$ cat src/rtl/hdx_pkg.sv
package hdx_pkg;
  typedef enum logic [2:0] {
    ST_IDLE,
    ST_DEFER,
    ST_XMIT,
    ST_JAM,
    ST_BACKOFF
  } hdx_state_t;
endpackage

$ cat src/rtl/hdx_ifg_timer.sv
module hdx_ifg_timer #(
  parameter int QUIET_BITS = 60,
  parameter int GAP_BITS   = 36
) (
  input  logic clk,
  input  logic rst_n,
  input  logic run,
  input  logic tick,
  input  logic crs,
  output logic in_gap,
  output logic gap_done
);
  localparam int MAXB = (QUIET_BITS > GAP_BITS) ? QUIET_BITS : GAP_BITS;
  localparam int CW   = $clog2(MAXB + 1);

  logic [CW-1:0] cnt_q, cnt_d;
  logic          gap_q, gap_d;

  always_comb begin
    cnt_d = cnt_q;
    gap_d = gap_q;
    if (!run) begin
      cnt_d = '0;
      gap_d = 1'b0;
    end else if (!gap_q && crs) begin
      cnt_d = '0;
    end else if (tick) begin
      if (!gap_q) begin
        if (cnt_q == CW'(QUIET_BITS - 1)) begin
          cnt_d = '0;
          gap_d = 1'b1;
        end else begin
          cnt_d = cnt_q + 1'b1;
        end
      end else if (cnt_q == CW'(GAP_BITS - 1)) begin
        cnt_d = '0;
        gap_d = 1'b0;
      end else begin
        cnt_d = cnt_q + 1'b1;
      end
    end
  end

  always_ff @(posedge clk or negedge rst_n) begin
    if (!rst_n) begin
      cnt_q <= '0;
      gap_q <= 1'b0;
    end else begin
      cnt_q <= cnt_d;
      gap_q <= gap_d;
    end
  end

  assign in_gap   = gap_q;
  assign gap_done = run && gap_q && tick && (cnt_q == CW'(GAP_BITS - 1));
endmodule

$ cat src/rtl/hdx_backoff_timer.sv
module hdx_backoff_timer #(
  parameter int SLOT_BITS = 512,
  parameter int RAND_W    = 10,
  parameter int EXP_CAP   = 10,
  parameter int ATT_W     = 5
) (
  input  logic              clk,
  input  logic              rst_n,
  input  logic              load,
  input  logic              tick,
  input  logic [ATT_W-1:0]  attempt,
  input  logic [RAND_W-1:0] rand_in,
  output logic              draw_zero,
  output logic              expire
);
  localparam int BW = $clog2(SLOT_BITS);

  logic [ATT_W-1:0]  k_eff;
  logic [RAND_W-1:0] mask;
  logic [RAND_W-1:0] draw;
  logic [RAND_W-1:0] slots_q, slots_d;
  logic [BW-1:0]     bit_q, bit_d;

  always_comb begin
    k_eff = (attempt > ATT_W'(EXP_CAP)) ? ATT_W'(EXP_CAP) : attempt;
  end

  for (genvar i = 0; i < RAND_W; i++) begin : g_mask
    assign mask[i] = (k_eff > ATT_W'(i));
  end

  assign draw      = rand_in & mask;
  assign draw_zero = (draw == '0);

  always_comb begin
    slots_d = slots_q;
    bit_d   = bit_q;
    if (load) begin
      slots_d = draw;
      bit_d   = '0;
    end else if (tick && (slots_q != '0)) begin
      if (bit_q == BW'(SLOT_BITS - 1)) begin
        bit_d   = '0;
        slots_d = slots_q - 1'b1;
      end else begin
        bit_d = bit_q + 1'b1;
      end
    end
  end

  always_ff @(posedge clk or negedge rst_n) begin
    if (!rst_n) begin
      slots_q <= '0;
      bit_q   <= '0;
    end else begin
      slots_q <= slots_d;
      bit_q   <= bit_d;
    end
  end

  assign expire = tick && (bit_q == BW'(SLOT_BITS - 1)) && (slots_q == RAND_W'(1));
endmodule

$ cat src/rtl/hdx_retry_ctrl.sv
module hdx_retry_ctrl
  import hdx_pkg::*;
#(
  parameter int QUIET_BITS = 60,
  parameter int GAP_BITS   = 36,
  parameter int JAM_BITS   = 32,
  parameter int SLOT_BITS  = 512,
  parameter int EXP_CAP    = 10,
  parameter int LIMIT_W    = 4,
  parameter int RAND_W     = 10
) (
  input  logic               clk,
  input  logic               rst_n,
  input  logic               bit_tick,
  input  logic               frame_req,
  input  logic               tx_last,
  input  logic               crs,
  input  logic               col,
  input  logic [LIMIT_W-1:0] retry_limit,
  input  logic [RAND_W-1:0]  rand_in,
  output logic               tx_en,
  output logic               jam_sel,
  output logic               frame_done,
  output logic               retry_err
);
  localparam int JW    = $clog2(JAM_BITS);
  localparam int ATT_W = LIMIT_W + 1;

  logic [1:0]         rst_sync_q;
  logic               rst_i_n;
  hdx_state_t         st_q, st_d;
  logic [JW-1:0]      jam_q, jam_d;
  logic [LIMIT_W-1:0] coll_q, coll_d;
  logic               done_q, done_d;
  logic               err_q, err_d;
  logic               bo_load;
  logic               bo_zero;
  logic               bo_expire;
  logic               ifg_in_gap;
  logic               ifg_done;
  logic [ATT_W-1:0]   attempt;

  always_ff @(posedge clk or negedge rst_n) begin
    if (!rst_n) rst_sync_q <= 2'b00;
    else        rst_sync_q <= {rst_sync_q[0], 1'b1};
  end
  assign rst_i_n = rst_sync_q[1] & rst_n;

  assign attempt = ATT_W'(coll_q) + 1'b1;

  hdx_ifg_timer #(
    .QUIET_BITS(QUIET_BITS),
    .GAP_BITS  (GAP_BITS)
  ) u_ifg (
    .clk     (clk),
    .rst_n   (rst_i_n),
    .run     (st_q == ST_DEFER),
    .tick    (bit_tick),
    .crs     (crs),
    .in_gap  (ifg_in_gap),
    .gap_done(ifg_done)
  );

  hdx_backoff_timer #(
    .SLOT_BITS(SLOT_BITS),
    .RAND_W   (RAND_W),
    .EXP_CAP  (EXP_CAP),
    .ATT_W    (ATT_W)
  ) u_backoff (
    .clk      (clk),
    .rst_n    (rst_i_n),
    .load     (bo_load),
    .tick     (bit_tick),
    .attempt  (attempt),
    .rand_in  (rand_in),
    .draw_zero(bo_zero),
    .expire   (bo_expire)
  );

  always_comb begin
    st_d    = st_q;
    jam_d   = jam_q;
    coll_d  = coll_q;
    done_d  = 1'b0;
    err_d   = 1'b0;
    bo_load = 1'b0;
    unique case (st_q)
      ST_IDLE: begin
        if (frame_req) st_d = ST_DEFER;
      end
      ST_DEFER: begin
        if (ifg_done) st_d = ST_XMIT;
      end
      ST_XMIT: begin
        if (col) begin
          st_d  = ST_JAM;
          jam_d = '0;
        end else if (tx_last) begin
          st_d   = ST_IDLE;
          done_d = 1'b1;
          coll_d = '0;
        end
      end
      ST_JAM: begin
        if (bit_tick) begin
          if (jam_q == JW'(JAM_BITS - 1)) begin
            jam_d = '0;
            if (coll_q == retry_limit) begin
              st_d   = ST_IDLE;
              err_d  = 1'b1;
              coll_d = '0;
            end else begin
              coll_d  = coll_q + 1'b1;
              bo_load = 1'b1;
              st_d    = bo_zero ? ST_DEFER : ST_BACKOFF;
            end
          end else begin
            jam_d = jam_q + 1'b1;
          end
        end
      end
      ST_BACKOFF: begin
        if (bo_expire) st_d = ST_DEFER;
      end
      default: st_d = ST_IDLE;
    endcase
  end

  always_ff @(posedge clk or negedge rst_i_n) begin
    if (!rst_i_n) begin
      st_q   <= ST_IDLE;
      jam_q  <= '0;
      coll_q <= '0;
      done_q <= 1'b0;
      err_q  <= 1'b0;
    end else begin
      st_q   <= st_d;
      jam_q  <= jam_d;
      coll_q <= coll_d;
      done_q <= done_d;
      err_q  <= err_d;
    end
  end

  assign tx_en      = (st_q == ST_XMIT) || (st_q == ST_JAM);
  assign jam_sel    = (st_q == ST_JAM);
  assign frame_done = done_q;
  assign retry_err  = err_q;
endmodule

$ cat config.mk
export PLATFORM = sky130hd
export DESIGN_NAME = hdx_retry_ctrl
export DESIGN_NICKNAME = d
export VERILOG_FILES = /design/src/rtl/hdx_pkg.sv /design/src/rtl/hdx_ifg_timer.sv /design/src/rtl/hdx_backoff_timer.sv /design/src/rtl/hdx_retry_ctrl.sv
export SDC_FILE = /design/constraint.sdc
export NUM_CORES = 1
export LEC_CHECK = 0
export BUFFER_PORTS_ARGS = -buffer_cell sky130_fd_sc_hd__buf_2
export CORE_MARGIN = 5
export CORE_UTILIZATION = 50
export DETAILED_ROUTE_END_ITERATION = 10
export HOLD_SLACK_MARGIN = 0.02
export PLACE_DENSITY = 0.76
export SLEW_MARGIN = 30
export SYNTH_ARGS = -nofsm -noshare
export SYNTH_HDL_FRONTEND = slang
export SYNTH_SLANG_ARGS = --single-unit
$ cat constraint.sdc
create_clock -name clk -period 1.7 [get_ports clk]
set_input_delay 0.085 -clock clk [delete_from_list [all_inputs] [get_ports clk]]
set_output_delay 0.085 -clock clk [all_outputs]
set_load 0.005 [all_outputs]
---- Yosys cells after proc, flatten, opt, wreduce, memory -nomap -nowiden ----
Index checks and enable logic that the tools add are counted.
Widths: inputs -> output; s select.
storage, ports and cells
  register bits after elaboration ......... 42
  input port bits ......................... 21
  output and inout port bits .............. 4
operators by class
  add/sub/neg operators ................... 6
  order comparisons ....................... 11
  equal/unequal tests ..................... 22
  mux-type cells .......................... 50
  bitwise operators ....................... 2
  reductions and logical operators ........ 20
operators by type and width
  kind                   count
  $mux 6                 6
  $mux 10                3
  $mux 3                 9
  $mux 9                 3
  $gt 5x3->1 const B     4
  $mux 4                 5
  $mux 5                 4
  $ne 2x2->1 const B     9
  $mux 1                 17
  $gt 5x4->1 const B     3
  $pmux 3 s5             1
  $eq 6x6->1 const B     2
  $and 10x10->10         1
  $eq 10x1->1 const B    1
  $gt 5x1->1 const B     2
  $gt 5x2->1 const B     2
  $logic_not 10->1       1
  $pmux 5 s2             1
  $reduce_bool 10->1     1
  $sub 10x1->10 const B  1
  $add 9x1->9 const B    1
  $eq 9x9->1 const B     1
  $pmux 4 s2             1
  $logic_and 1x1->1      7
  other kinds (20)       25

---- Depth between registers and ports, before layout ----
Gate-level depths: netlist of run 1.
  depth after elaboration ................. 11
  depth in mapped cells ................... 11

---- By module ----
A second synthesis of run 1 with hierarchy kept.
second synthesis, totals
  cells, all modules ...................... 296
  area total of the unflattened synthesis .. 2750.1 um^2
by module, submodules not included
  module             times used  cells an instance  area each (um^2)
  hdx_backoff_timer  1           154                1373.8
  hdx_retry_ctrl     1           90                 910.9
  hdx_ifg_timer      1           52                 465.4

---- Worst setup path after synthesis of run 1 ----
No wires, ideal clock.
  path kind ............................... register -> register
  start point ............................. register u_backoff.bit_q[0]
  end point ............................... register u_backoff.slots_q[6]
  library setup time ...................... 0.121 ns
  data arrival time ....................... 2.450 ns
  required time ........................... 1.579 ns
  slack ................................... -0.871 ns
  cell stages (with the launch flop) ...... 12
  path buffers ............................ 1
  cell sequence ........................... dfrtp_1 ha_1 nand3_1 or2_2 nor2_1 ha_1 clkbuf_1 nand2_1 or3_4 or3_1 xor2_1 o21ai_2
on the way
  longest elaborated chain between the ends .. 3
ends and longest elaborated chain
  what                         RTL line                 source
  start, declared              hdx_backoff_timer.sv:22  logic [BW-1:0] bit_q, bit_d;
  start signal, assigned       hdx_backoff_timer.sv:57  bit_q <= bit_d;
  $eq 9x9->1                   hdx_backoff_timer.sv:42  if (bit_q == BW'(SLOT_BITS - 1)) begin
  $reduce_bool 2->1 (no line)  -
  $reduce_and 2->1 (no line)   -
  end signal, assigned         hdx_backoff_timer.sv:56  slots_q <= slots_d;
  end, declared                hdx_backoff_timer.sv:21  logic [RAND_W-1:0] slots_q, slots_d;
Every way passes these cells.
A chain may end at the register's enable or synchronous reset.

---- Worst setup path in the final report of run 1 ----
  start point ............................. register u_backoff.bit_q[0]
  end point ............................... register u_backoff.slots_q[9]
Same word-level chain as after synthesis.

==> run summary, run 1 <==
Number of hold-slack violations in the final timing report - 0
Worst hold-check path type - input pin to flop
Multi-input gate area in the final layout - 2010 sq um
Max Clock Skew - 0.0123 ns
Power Internal - 3.98 mW
Number of placed instances with taps included - 474
Wire length after detailed routing - 12.3 mm
Clock transition at the registers of the reported paths - 0.09 ns
Number of global-route vias before repair - 3,124
Top cell type's share of synthesized area - 38.1%
Total power divided by cell area - 1630 nW/um^2
Gr ovfl total - 0
Portion of the post-synthesis area used by sequential elements - 38.1%
Share of total power consumed by net switching - 45.0%
Run status - complete, but fails checks
Vias per Instance - 6.50
Leading cell type in the layout, fill and taps excluded - buf_4
Max capacitance violation total - 0
Worst setup EP type - flop
Area of the core region - 5440 sq um
DRC - 0
Yosys cell types - 66
DRT iter0 DRCs - 353
Design Power - 7.24 mW
Share of power burned in combinational logic - 65.7%
Number of sinks handled by clock tree synthesis - 42
Area post-placement - 3570 sq um
Proportion of power drawn by flip-flops and latches - 22.7%
Final HPWL from detailed placement - 5.03 mm
Global routing met2 resource utilization - 48.7%
Depth of the CTS H-tree - 2
Final core utilization - 81.6%
Die X - 84.3 microns
Static Leakage - 1.98 nW
Met1 usage in global routing - 28.4%
Nets@finish - 473
Die H - 84.3 microns
Initial core utilization - 50.7%
NetSw - 3.26 mW
Post-route setup slack - -0.818 ns
Global-route wire length before repair - 15.0 mm
Final std cell area, no fill - 4440 sq um
Transition time at the pin with the least slew margin - 0.539 ns
Clock tree from TritonCTS - built
Required time of the critical path - 1.88 ns
Part of the total power dissipated in the clock network - 11.6%
Number of register bits inferred by synthesis - 42
Critical path peak fanout - 3
Mapped cell area - 2760 sq um
Average detailed-routed wire length per instance - 23.8 microns
Commonest cells after routing, fill and taps aside - 97 x buf_4, 40 x dfrtp_1, 24 x buf_2
Nets in the synthesized netlist - 339
Initial antenna violation count - 1
RD Place Congestion - 0.880
Overall routing resource usage - 26.0%
Number of synthesized flops with an enable pin - 0
I/O pin cnt - 25
IO buf count - 24
Number of routed nets with antenna violations - 0
Final std cells w/o fill - 517
Worst VDD drop - 0.00168 V
Ratio of cells with drive above 1 in the final layout - 54.3%
Pre-CTS setup slack - -0.590 ns
Sequential Area - 1050 sq um
Slew headroom - 64.1%
Mapped Cells - 309
Num rows - 27
Fraction of the cycle the final worst path needs - 148%
TritonCTS buffer count - 5
RSZ-0062 raised after global routing - yes
Number of buffers on the longest clock path - 2
Crit Path Category - flop to flop
Area leader, netlist - dfrtp_1
Floorplan die area - 7110 sq um
GR Layer Usage met3 - 4.22%
CP startpoint kind - flop
Busiest metal layer after global routing - met2
Share of synthesized flip-flops with an asynchronous set or reset - 100%
Average cell area after synthesis - 8.93 sq um
Endpoint arrival time on the critical path - 2.70 ns
Violations in the final reports - setup timing
Iteration count of the initial detailed-routing pass - 5
Vias after detailed routing - 3,362
Clock latency reported for the late side of the worst-skew pair - 0.32 ns
Achievable Freq - 0.397 GHz
Min Tclk post-route - 2.52 ns
Top area cells in the synthesized netlist - dfrtp_1 38%, ha_1 4.1%, nor2_1 4.1%
Fill cell count - 248
Main synth FF type - dfrtp_1
Maximum number of pins on one net before global-route repair - 41
Area growth, synth to finish - 60.7%
Final-report max-slew violation count - 0
Count of yosys warnings during synthesis - 0
# setup viols final - 37
Clock Tree Root - clkbuf_8
==> synthesized netlist by cell type, drive strengths merged (5+ instances only) <==
| cell type | instances |
|---|---|
| a21oi | 18 |
| and3 | 5 |
| buf | 14 |
| dfrtp | 42 |
| ha | 9 |
| inv | 14 |
| nand2 | 26 |
| nand3 | 9 |
| nand3b | 9 |
| nor2 | 31 |
| nor3 | 12 |
| o21ai | 23 |
| or3 | 7 |
| xnor2 | 7 |
| xor2 | 8 |
==> registers in the layout, indices dropped and copies added (netlist names) <==
signal and cells:
u_backoff.slots_q 10, u_backoff.bit_q 9, u_ifg.cnt_q 6, jam_q 5
coll_q 4, st_q 3, rst_sync_q 2, frame_done 1
retry_err 1, u_ifg.in_gap 1
==> repair_timing <==
action	4_1_cts	5_1_grt
resized for setup	67	52
hold endpoints to repair	2	0
cloned	0	1
hold buffers	1	0
endpoints found under the setup margin	34	36
buffers inserted	23	18
pin swaps	39	29
==> kinds of logic (layout without fill, tap and decap cells) <==
kind of cell | count (synthesis) | after routing | share of synthesized area (%)
multiplexers | 4 | 4 | 1.45
adder cells (fa/ha/maj) | 9 | 9 | 4.08
other | 1 | 2 | 0.136
buffers and inverters | 30 | 165 | 5.30
AND/OR/NAND/NOR | 127 | 127 | 25.5
flip-flops | 42 | 42 | 38.1
AO/OA/AOI/OAI | 81 | 81 | 20.7
XOR/XNOR | 15 | 15 | 4.76
==> per-layer routing <==
layer | vias to the layer above | part of all wire, % | wire length (microns)
met5 | - | 0 | 0
met4 | 0 | 7.6 | 942
met3 | 96 | 8.6 | 1060
met2 | 281 | 48 | 5870
met1 | 1611 | 36 | 4440
li1 | 1374 | - | -
==> layout make-up <==
class / count / share of cell area, %
Multi-Input combinational cell: 237 / 45.3
Sequential cell: 42 / 23.7
Clock buffer: 6 / 1.64
Clock inverter: 2 / 0.846
Inverter: 14 / 1.30
Timing Repair Buffer: 143 / 25.1
Tap cell: 72 / 2.03
Antenna cell: 1 / 0.0564
==> power by group through the flow <==
stage	combinational, mW	sequential (mW)	clock, mW
2_1_floorplan	1.90	1.53	0
3_3_place_gp	3.08	1.53	0
3_5_place_dp	3.18	1.55	0
4_1_cts	3.82	1.57	0.803
5_1_grt	4.95	1.67	0.890
6_report	4.76	1.65	0.842
==> through the flow <==
| step | TNS, ns | hold slack (ns) |
|---|---|---|
| floorplan | -5.11 | -0.211 |
| global placement | -7.03 | -0.127 |
| detailed placement | -9.01 | -0.119 |
| CTS | -8.57 | 0.0385 |
| global route | -17.51 | 0.0669 |
| finish | -15.54 | 0.0629 |
==> critical path: stages, from the launching register on <==
cell      delay (ns)
dfrtp_1         0.40
ha_2            0.21
nand3_2         0.08
or2_4           0.26
nor2_4          0.12
ha_4            0.16
buf_6           0.10
o311a_4         0.18
nand3b_1        0.15
nor4_2          0.41
xnor2_1         0.19
o21ai_1         0.12
==> final timing paths <==
kind | endpoint | start | slack (ns) | cells past startpoint
max in group asynchronous | u_backoff.slots_q[8] | rst_n | 0.74 | 4
worst max register to register | u_backoff.slots_q[9] | u_backoff.bit_q[0] | -0.82 | 11
worst min register to register | rst_sync_q[1] | rst_sync_q[0] | 0.42 | 0
worst max-delay path | u_backoff.slots_q[9] | u_backoff.bit_q[0] | -0.82 | 11
min in group asynchronous | rst_sync_q[0] | rst_n | 0.09 | 2
worst min-delay path | u_backoff.slots_q[1] | rand_in[1] | 0.06 | 3
Note: power is estimated with default switching activity, not from simulation.
==> run 2: changes to the inputs <==
- SKIP_CTS_REPAIR_TIMING: unset -> 1
==> run summary, run 2 (same netlist as run 1, synthesis figures left out) <==
Largest register by flop count - u_backoff.slots_q
Endpoint arrival time on the critical path - 2.39 ns
Die X - 84.3 microns
Worst VDD drop - 0.00140 V
Worst hold-check path type - input pin to flop
Maximum number of pins on one net before global-route repair - 41
Clock transition at the registers of the reported paths - 0.08 ns
Flip-flop count of the largest register, all copies and words added - 10
Post-route setup slack - -0.510 ns
Overall routing resource usage - 20.9%
IO buf count - 24
Transition time at the pin with the least slew margin - 0.520 ns
RD Place Congestion - 0.880
Final-report max-slew violation count - 0
Crit Path Category - flop to flop
Max capacitance violation total - 0
Initial core utilization - 50.7%
Final std cells w/o fill - 496
Critical path peak fanout - 3
DRC - 0
Die H - 84.3 microns
Iteration count of the initial detailed-routing pass - 4
Num rows - 27
Number of global-route vias before repair - 2,734
Number of sinks handled by clock tree synthesis - 42
Commonest cells after routing, fill and taps aside - 83 x buf_4, 40 x dfrtp_1, 25 x nor2_1
Nets@finish - 453
Area of the core region - 5440 sq um
Static Leakage - 1.85 nW
Average detailed-routed wire length per instance - 17.6 microns
Depth of the CTS H-tree - 2
# setup viols final - 33
Clock latency reported for the late side of the worst-skew pair - 0.30 ns
Design Power - 6.42 mW
RSZ-0062 raised after global routing - yes
Required time of the critical path - 1.88 ns
Vias per Instance - 5.81
Floorplan die area - 7110 sq um
Crit path buffers/inverters - 2
Final HPWL from detailed placement - 5.03 mm
Leading cell type in the layout, fill and taps excluded - buf_4
Min Tclk post-route - 2.21 ns
CP startpoint kind - flop
Area post-placement - 3570 sq um
Gr ovfl total - 0
Max Clock Skew - 0.0113 ns
Setup TNS after final layout - -9.18 ns
Initial antenna violation count - 0
Global-route wire length before repair - 12.3 mm
Number of buffers on the longest clock path - 2
Fraction of the cycle the final worst path needs - 130%
Clock tree from TritonCTS - built
Area growth, synth to finish - 49.8%
I/O pin cnt - 25
Top flop regs - u_backoff.slots_q x10, u_backoff.bit_q x9, u_ifg.cnt_q x6
Vias after detailed routing - 2,881
Series of cell instances along the critical path - inv_2 > ha_4 > or3b_4 > buf_4 > o311a_4 > nand3b_1 > nor2_1 > xnor2_1 > o21ai_1
Worst setup EP type - flop
Master of the slowest instance on the critical path - dfrtp_1
DRT iter0 DRCs - 198
Ratio of cells with drive above 1 in the final layout - 48.1%
Final std cell area, no fill - 4140 sq um
Total power divided by cell area - 1550 nW/um^2
Largest stage delay, worst path - 0.42 ns
Dominant delay contributor by cell family on the critical path - simple AND/OR/NAND/NOR gates
Number of placed instances with taps included - 474
Run status - complete, but fails checks
Final Hold Slack - 0.0706 ns
Antenna Diode Count - 0
Number of routed nets with antenna violations - 0
Achievable Freq - 0.453 GHz
Violations in the final reports - setup timing
Slew headroom - 65.3%
Wire length after detailed routing - 8.73 mm
Number of hold-slack violations in the final timing report - 0
Clock Tree Root - clkbuf_8
TritonCTS buffer count - 5
==> run 2: changes by cell type in the layout (fill, tap and decap cells not counted), sizes merged <==
cell and delta:
buf -19, clkbuf -1, diode -1
==> run 2: area by class of cell <==
cell class / count / area [sq um]
multi-input cells: 237 / 1900
fillers: 315 / 1300
well taps: 72 / 90.1
flip-flops and latches: 42 / 1050
inverters: 14 / 55.1
clock inverters: 2 / 37.5
repair buffers: 123 / 922
clock buffers: 6 / 72.6
==> run 2: worst reg2reg max path, cell delays in order (launching register included) <==
cell,delay [ns]
dfrtp_1,0.42
inv_2,0.10
ha_4,0.14
or3b_4,0.38
buf_4,0.16
o311a_4,0.31
nand3b_1,0.18
nor2_1,0.09
xnor2_1,0.21
o21ai_1,0.11
==> run 2: per-layer routing <==
layer / share of wire [%] / GRT usage [%] / up-vias
li1: - / - / 1335
met1: 40 / 25.9 / 1407
met2: 52 / 37.9 / 102
met3: 4.2 / 2.94 / 37
met4: 3.7 / 5.41 / 0
met5: 0 / 0 / -
==> run 2: final timing paths <==
kind,startpoint,to,slack (ns),depth (start not counted)
worst max-delay path,u_backoff.slots_q[1],u_backoff.slots_q[5],-0.51,9
max in group asynchronous,rst_n,coll_q[1],0.75,4
worst min register to register,rst_sync_q[0],rst_sync_q[1],0.38,0
worst min-delay path,rand_in[1],u_backoff.slots_q[1],0.07,3
min in group asynchronous,rst_n,rst_sync_q[1],0.10,2
worst max register to register,u_backoff.slots_q[1],u_backoff.slots_q[5],-0.51,9
==> run 2: metrics by stage <==
stage | utilization, % | setup slack [ns]
after detailed placement | 65.7 | -0.590
after CTS | 67.7 | -0.605
after global placement | 65.7 | -0.499
after floorplan | - | -0.645
final | 76.0 | -0.510
after global routing | 76.0 | -0.601
==> run 2: power breakdown <==
group	switching [mW]	total (mW)	internal (mW)
Clock	0.374	0.813	0.439
Sequential	0.307	1.61	1.30
Combinational	1.99	3.99	2.00
